**src/rtl/sdram_init_pkg.sv**
```systemverilog
package sdram_init_pkg;
  // {cs_n, ras_n, cas_n, we_n}
  typedef enum logic [3:0] {
    CMD_LMR  = 4'b0000,
    CMD_REF  = 4'b0001,
    CMD_PRE  = 4'b0010,
    CMD_DESL = 4'b1111
  } cmd_e;

  function automatic int ceil_div(input int num, input int den);
    return (num + den - 1) / den;
  endfunction

  function automatic int max2(input int a, input int b);
    return (a > b) ? a : b;
  endfunction
endpackage

```
**src/rtl/sdram_init_timer.sv**
```systemverilog
module sdram_init_timer #(
  parameter int CNT_W   = 8,
  parameter int RST_VAL = 1
) (
  input  logic             clk_i,
  input  logic             rst_ni,
  input  logic             load_i,
  input  logic [CNT_W-1:0] val_i,
  output logic             zero_o
);
  logic [CNT_W-1:0] cnt_q;

  always_ff @(posedge clk_i or negedge rst_ni) begin
    if (!rst_ni)           cnt_q <= CNT_W'(RST_VAL);
    else if (load_i)       cnt_q <= val_i;
    else if (cnt_q != '0)  cnt_q <= cnt_q - 1'b1;
  end

  assign zero_o = (cnt_q == '0);
endmodule

```
**src/rtl/sdram_init_step.sv**
```systemverilog
module sdram_init_step
  import sdram_init_pkg::*;
#(
  parameter int CNT_W      = 8,
  parameter int TRP_CYC    = 2,
  parameter int TRFC_CYC   = 2,
  parameter int MR_CYC     = 2,
  parameter bit MODE_FIRST = 1'b0
) (
  input  logic [2:0]       step_i,
  output cmd_e             cmd_o,
  output logic [CNT_W-1:0] gap_o
);
  // gaps stored as cycles-1: the timer counts down to zero
  localparam logic [CNT_W-1:0] G_RP  = CNT_W'(TRP_CYC - 1);
  localparam logic [CNT_W-1:0] G_RFC = CNT_W'(TRFC_CYC - 1);
  localparam logic [CNT_W-1:0] G_MR  = CNT_W'(MR_CYC - 1);

  if (MODE_FIRST) begin : g_mode_first
    always_comb begin
      cmd_o = CMD_DESL;
      gap_o = '0;
      case (step_i)
        3'd0: begin cmd_o = CMD_PRE; gap_o = G_RP;  end
        3'd1: begin cmd_o = CMD_LMR; gap_o = G_MR;  end
        3'd2: begin cmd_o = CMD_REF; gap_o = G_RFC; end
        3'd3: begin cmd_o = CMD_REF; gap_o = G_RFC; end
        default: ;
      endcase
    end
  end else begin : g_mode_last
    always_comb begin
      cmd_o = CMD_DESL;
      gap_o = '0;
      case (step_i)
        3'd0: begin cmd_o = CMD_PRE; gap_o = G_RP;  end
        3'd1: begin cmd_o = CMD_REF; gap_o = G_RFC; end
        3'd2: begin cmd_o = CMD_REF; gap_o = G_RFC; end
        3'd3: begin cmd_o = CMD_LMR; gap_o = G_MR;  end
        default: ;
      endcase
    end
  end
endmodule

```
**src/rtl/sdram_init_seq.sv**
```systemverilog
module sdram_init_seq
  import sdram_init_pkg::*;
#(
  parameter int TCK_PS     = 7500,
  parameter int PWRUP_PS   = 100_000_000,
  parameter int TRP_PS     = 20_000,
  parameter int TRFC_PS    = 66_000,
  parameter int TMRD_CYC   = 2,
  parameter bit MODE_FIRST = 1'b0,
  parameter int ADDR_W     = 13,
  parameter int BA_W       = 2,
  parameter int DQM_W      = 2,
  parameter int AP_BIT     = 10,
  parameter logic [ADDR_W-1:0] MODE_CODE = ADDR_W'(32'h0032),
  parameter logic [BA_W-1:0]   MODE_BA   = '0
) (
  input  logic              clk_i,
  input  logic              rst_ni,
  output logic              cke_o,
  output logic              cs_n_o,
  output logic              ras_n_o,
  output logic              cas_n_o,
  output logic              we_n_o,
  output logic [BA_W-1:0]   ba_o,
  output logic [ADDR_W-1:0] addr_o,
  output logic [DQM_W-1:0]  dqm_o,
  output logic              init_done_o
);
  localparam int PU_CYC   = max2(2, ceil_div(PWRUP_PS, TCK_PS));
  localparam int TRP_CYC  = max2(1, ceil_div(TRP_PS, TCK_PS));
  localparam int TRFC_CYC = max2(1, ceil_div(TRFC_PS, TCK_PS));
  localparam int MR_CYC   = max2(1, TMRD_CYC);
  localparam int MAX_CYC  = max2(max2(PU_CYC, TRP_CYC), max2(TRFC_CYC, MR_CYC));
  localparam int CNT_W    = $clog2(MAX_CYC + 1);
  localparam logic [2:0] LAST_STEP = 3'd4;
  localparam logic [ADDR_W-1:0] AP_MASK  = ADDR_W'(1) << AP_BIT;
  localparam logic [ADDR_W-1:0] TOP_MASK = ADDR_W'(1) << (ADDR_W - 1);

  logic [2:0]        step_q;
  logic              done_q, cke_q;
  cmd_e              cmd_q, step_cmd;
  logic [ADDR_W-1:0] addr_q, nxt_addr;
  logic [BA_W-1:0]   ba_q, nxt_ba;
  logic [CNT_W-1:0]  step_gap;
  logic              tmr_zero, fire, tmr_load;

  sdram_init_step #(
    .CNT_W(CNT_W), .TRP_CYC(TRP_CYC), .TRFC_CYC(TRFC_CYC),
    .MR_CYC(MR_CYC), .MODE_FIRST(MODE_FIRST)
  ) u_step (
    .step_i(step_q), .cmd_o(step_cmd), .gap_o(step_gap)
  );

  sdram_init_timer #(.CNT_W(CNT_W), .RST_VAL(PU_CYC - 1)) u_timer (
    .clk_i(clk_i), .rst_ni(rst_ni), .load_i(tmr_load),
    .val_i(step_gap), .zero_o(tmr_zero)
  );

  assign fire     = tmr_zero & ~done_q;
  assign tmr_load = fire & (step_q != LAST_STEP);

  always_comb begin
    nxt_addr = '0;
    nxt_ba   = '0;
    case (step_cmd)
      CMD_PRE: nxt_addr = AP_MASK;
      CMD_LMR: begin
        nxt_addr = MODE_CODE & ~TOP_MASK;
        nxt_ba   = MODE_BA;
      end
      default: ;
    endcase
  end

  always_ff @(posedge clk_i or negedge rst_ni) begin
    if (!rst_ni) begin
      step_q <= '0;
      done_q <= 1'b0;
      cke_q  <= 1'b0;
      cmd_q  <= CMD_DESL;
      addr_q <= '0;
      ba_q   <= '0;
    end else begin
      cke_q  <= 1'b1;
      cmd_q  <= CMD_DESL;
      addr_q <= '0;
      ba_q   <= '0;
      if (fire) begin
        if (step_q == LAST_STEP) begin
          done_q <= 1'b1;
        end else begin
          cmd_q  <= step_cmd;
          addr_q <= nxt_addr;
          ba_q   <= nxt_ba;
          step_q <= step_q + 3'd1;
        end
      end
    end
  end

  assign cke_o = cke_q;
  assign {cs_n_o, ras_n_o, cas_n_o, we_n_o} = cmd_q;
  assign addr_o = addr_q;
  assign ba_o   = ba_q;
  assign dqm_o  = {DQM_W{~done_q}};
  assign init_done_o = done_q;

  a_r2_cke_before_cmd: assert property (@(posedge clk_i) disable iff (!rst_ni)
    (cmd_q != CMD_DESL) |-> cke_o);
  a_r4_pre_all_banks: assert property (@(posedge clk_i) disable iff (!rst_ni)
    (cmd_q == CMD_PRE) |-> addr_o[AP_BIT]);
  a_r6_lmr_top_low: assert property (@(posedge clk_i) disable iff (!rst_ni)
    (cmd_q == CMD_LMR) |-> !addr_o[ADDR_W-1]);
  a_r8_done_sticky: assert property (@(posedge clk_i) disable iff (!rst_ni)
    init_done_o |=> init_done_o);
  a_r9_idle_after_done: assert property (@(posedge clk_i) disable iff (!rst_ni)
    init_done_o |-> (cmd_q == CMD_DESL && addr_o == '0));
  a_r3_no_cmd_before_pre: assert property (@(posedge clk_i) disable iff (!rst_ni)
    (step_q == 3'd0) |-> (cmd_q == CMD_DESL));
endmodule

```
**config.mk**
```make
export PLATFORM = sky130hd
export DESIGN_NAME = sdram_init_seq
export DESIGN_NICKNAME = d
export VERILOG_FILES = /design/src/rtl/sdram_init_pkg.sv /design/src/rtl/sdram_init_timer.sv /design/src/rtl/sdram_init_step.sv /design/src/rtl/sdram_init_seq.sv
export SDC_FILE = /design/constraint.sdc
export NUM_CORES = 1
export LEC_CHECK = 0
export BUFFER_PORTS_ARGS = -buffer_cell sky130_fd_sc_hd__buf_4
export CAP_MARGIN = 20
export CORE_MARGIN = 1
export CORE_UTILIZATION = 60
export CTS_CLUSTER_SIZE = 16
export DETAILED_ROUTE_END_ITERATION = 8
export HOLD_SLACK_MARGIN = 0.1
export PLACE_DENSITY = 0.87
export REMOVE_ABC_BUFFERS = 1
export SLEW_MARGIN = 10
export SYNTH_ARGS = -nofsm -noshare
export SYNTH_HDL_FRONTEND = slang
export SYNTH_HIERARCHICAL = 1
export SYNTH_SLANG_ARGS = --single-unit
```
**constraint.sdc**
```tcl
create_clock -name clk_i -period 6.1 [get_ports clk_i]
set_clock_uncertainty 0.15 [all_clocks]
set_input_delay 0.61 -clock clk_i [delete_from_list [all_inputs] [get_ports clk_i]]
set_output_delay 0.61 -clock clk_i [all_outputs]
set_load 0.01 [all_outputs]
```
==> flow_results.org <==
** Setup path
- Data on the critical path is required at its endpoint by 6.22 ns.
- The critical path goes through inv_1 -> ha_1 -> nor3b_4 -> and4_1 -> nor2b_4 -> nand2_4 -> inv_1 -> nor2b_1 -> a221o_1.
- For this run, the slowest stage of the critical path takes 0.51 ns.
- The worst setup path is launched from a flip-flop.
- STA classifies the critical path endpoint as a flip-flop.
- Critical-path top delay cell :: inv_1
- Among the stages of the critical path, the cell type that occurs most often is inv_1.
- At the worst endpoint, the arrival time is 3.13 ns.
- Type of the worst setup path :: flip-flop to flip-flop
- CP Max Fanout :: 24

** Route
- Pre-Repair DR Iteration Count :: 4
- Via-to-Cell Ratio :: 5.13
- Via count of the routed design :: 949
- Total wire length after detailed routing :: 2370 um
- Residual antenna-violating net count after detailed routing :: 0
- Post-route DRC violation count :: 0
- In this run, the number of DRC markers left after iteration 0 of detailed routing was 11.
- Dividing the detail-routed wire length by the instance count gives 12.8 um.

** GRT
- Total global-route track usage :: 19.4%
- After global routing the overflow that remains totals 0.
- The via count of the first global-routing pass was 903.
- Wire length of the first global-routing pass :: 3880 um
- Maximum number of pins on one net before global-route repair :: 26
- Initial antenna violation count :: 0

** Layout
- Most frequent cells in the layout :: conb_1, dfrtp_1, buf_4
- After filler insertion, the fill cell instance count of the layout stands at 180.
- Area growth from synthesis to layout :: 2.20%
- The library cell used most frequently in the layout, excluding fill and tap cells, is conb_1.
- The finished cells cover 1570 um2.
- After the flow finishes, the layout carries non-filler instances totaling 185.
- In the final design database the tool counted 163 nets.
- Antenna cells :: 0
- In the final layout, the share of cells above drive strength 1 is 25.5%.

** Timing
- Hold timing on the final database bottoms out at a slack of 0.378 ns.
- Setup violations remaining at the end of the flow were counted as 0.
- Final worst path period share :: 49.3%
- The final hold violation count came to 0.
- Setup repair after global routing missed its margin :: no
- For the pin with the worst max-slew slack, the measured transition is 0.695 ns.
- Maximum operating frequency :: 332 MHz
- Headroom to the max-slew limit came out at 53.2%.
- Clock period minus final worst setup slack :: 3.01 ns
- Max-slew violation count :: 0
- Fin Setup TNS :: 0 ns

** Logic synthesis
- Post-Syn Area per Cell :: 10.3 um2
- For this run, the register share of the synthesized area comes to 41.5%.
- Number of enable-type register cells in the synthesized netlist :: 0
- After synthesis, the netlist uses 42 different library cells.
- Gate count after technology mapping :: 149
- Top flip-flop cell by instance count after synthesis :: dfrtp_1
- The Yosys step of the flow raised 6 warnings.
- Async S/R FF share, synth :: 100%
- Syn Std Cell Area :: 1540 um2
- The synthesized design contains 25 register bits.

** Clocking
- After clock tree synthesis, the clock-pin slew on the worst setup and hold paths is 0.14 ns.
- The tree built by TritonCTS fans out to 25 sinks.
- Clock Path Buffers :: 2
- The tree is rooted in a clkbuf_4.
- TritonCTS built the clock tree.
- For the worst-skew pair, the clock arrives at the later sink with an insertion delay of 0.33 ns.
- Number of CTS-inserted buffers :: 3
- # H-tree levels :: 1

** Place
- Routability-driven placement finished with a final weighted congestion of 0.762.
- The number of placed instances, taps included, is 180.
- Area post-placement :: 1530 um2
- During placement, the flow inserted port buffers numbering 13.
- Final HPWL from detailed placement :: 1650 um

** Power
- Final Total Pwr :: 254 uW
- Max IR drop VDD :: 0.133 mV
- Pwr per Cell Area :: 162 nW/um2
- Leakage power :: 0.681 nW

** Die
- The die covers 2770 um2.
- FP Rows :: 17
- Chip Height :: 52.6 um
- The floorplan step defined a core boundary enclosing 2320 um2.
- In this run the count of I/O pins placed on the die edge is 25.
- In this run the horizontal extent of the chip is 52.6 um.
- Once the floorplan was initialized, standard cells occupied 66.3% of the core.

** Status
- Result of the run :: finished, final reports clean

** Job
- Across the run, the number of max-cap violations was 0.

** Worst hold path
- The worst hold path belongs to the class flip-flop to flip-flop.
## routing by layer
layer / vias to the layer above / track usage [%] / routed length, um
met2: 21 / 34.2 / 1200
met5: - / 0 / 0
li1: 477 / - / -
met1: 449 / 23.3 / 1080
met3: 2 / 2.61 / 57
met4: 0 / 7.89 / 27
## cells by family after synthesis
group,count (synthesis),share of synthesized area [%]
AOI/OAI and AO/OA,20,10.7
muxes,1,0.977
adders and majority gates,3,2.44
xor gates and xnor gates,12,6.84
other,3,0.733
and+or+nand+nor,49,21.4
buffers and inverters,36,15.4
DFF,25,41.5
## critical path: cells and delay by family (launching register included)
kind / cells / cell delay (ns)
adder cells (fa/ha/maj): 1 / 0.18
flip-flops: 1 / 0.41
AO/OA/AOI/OAI: 1 / 0.35
AND/OR/NAND/NOR: 5 / 1.25
buffers and inverters: 2 / 0.60
## cell type report
cell class | count | area (um2) | share of cell area (%)
repair buffers | 14 | 108 | 6.85
multi-input cells | 108 | 737 | 46.9
clock buffers | 3 | 22.5 | 1.43
inverters | 6 | 22.5 | 1.43
clock inverters | 1 | 7.51 | 0.478
well taps | 28 | 35.0 | 2.23
flip-flops and latches | 25 | 638 | 40.6
## what timing repair did
action,4_1_cts,5_1_grt
resized for setup,0,0
buffers inserted,0,0
setup endpoints to repair,0,0
hold buffers,1,0
endpoints found under the hold margin,15,0
## state kept, by name (all words and copies together) (netlist names)
name           flops
cke_o              1
addr_o             2
cmd_q              4
u_timer/cnt_q     14
step_q             3
init_done_o        1
## power breakdown
part	internal [mW]	switching (mW)	leakage (nW)
Clock	0.0251	0.0532	0.0139
Combinational	0.00126	0.00753	0.392
Sequential	0.166	0.000107	0.275
## cell usage after synthesis, types with 2 or more instances
library cell	number	share of area [%]
nor2_1	7	1.7
nand2_1	9	2.2
conb_1	3	0.73
nand3_1	3	0.98
a22o_1	7	4.0
inv_1	6	1.5
dfrtp_1	15	24
nor2b_1	4	1.6
a21oi_1	2	0.65
or2_1	4	1.6
clkbuf_1	3	0.73
ha_1	3	2.4
nand2b_1	2	0.81
xnor2_1	12	6.8
nor4_2	2	1.6
dfstp_2	10	17
o31ai_1	4	2.0
nor3_1	3	0.98
buf_4	27	13
## final timing paths
| kind | from | depth (start not counted) | endpoint | slack [ns] |
|---|---|---|---|---|
| min | u_timer/cnt_q[12]$_DFFE_PN1P_ | 2 | u_timer/cnt_q[12]$_DFFE_PN1P_ | 0.38 |
| max in group asynchronous | rst_ni | 2 | u_timer/cnt_q[4]$_DFFE_PN1P_ | 4.96 |
| max reg2reg | u_timer/cnt_q[0]$_DFFE_PN1P_ | 9 | u_timer/cnt_q[10]$_DFFE_PN1P_ | 3.09 |
| min in group asynchronous | rst_ni | 2 | u_timer/cnt_q[11]$_DFFE_PN0P_ | 0.54 |
| min reg2reg | u_timer/cnt_q[12]$_DFFE_PN1P_ | 2 | u_timer/cnt_q[12]$_DFFE_PN1P_ | 0.38 |
| max | u_timer/cnt_q[0]$_DFFE_PN1P_ | 9 | u_timer/cnt_q[10]$_DFFE_PN1P_ | 3.09 |
## per-stage QoR
stage                     worst slack [ns]  util [%]
after floorplan                       3.48         -
after global placement                3.23      66.0
after detailed placement              3.11      66.0
after CTS                             3.09      67.7
after global routing                  2.86      67.7
final                                 3.09      67.7
Power figures use the tool's default switching activity.
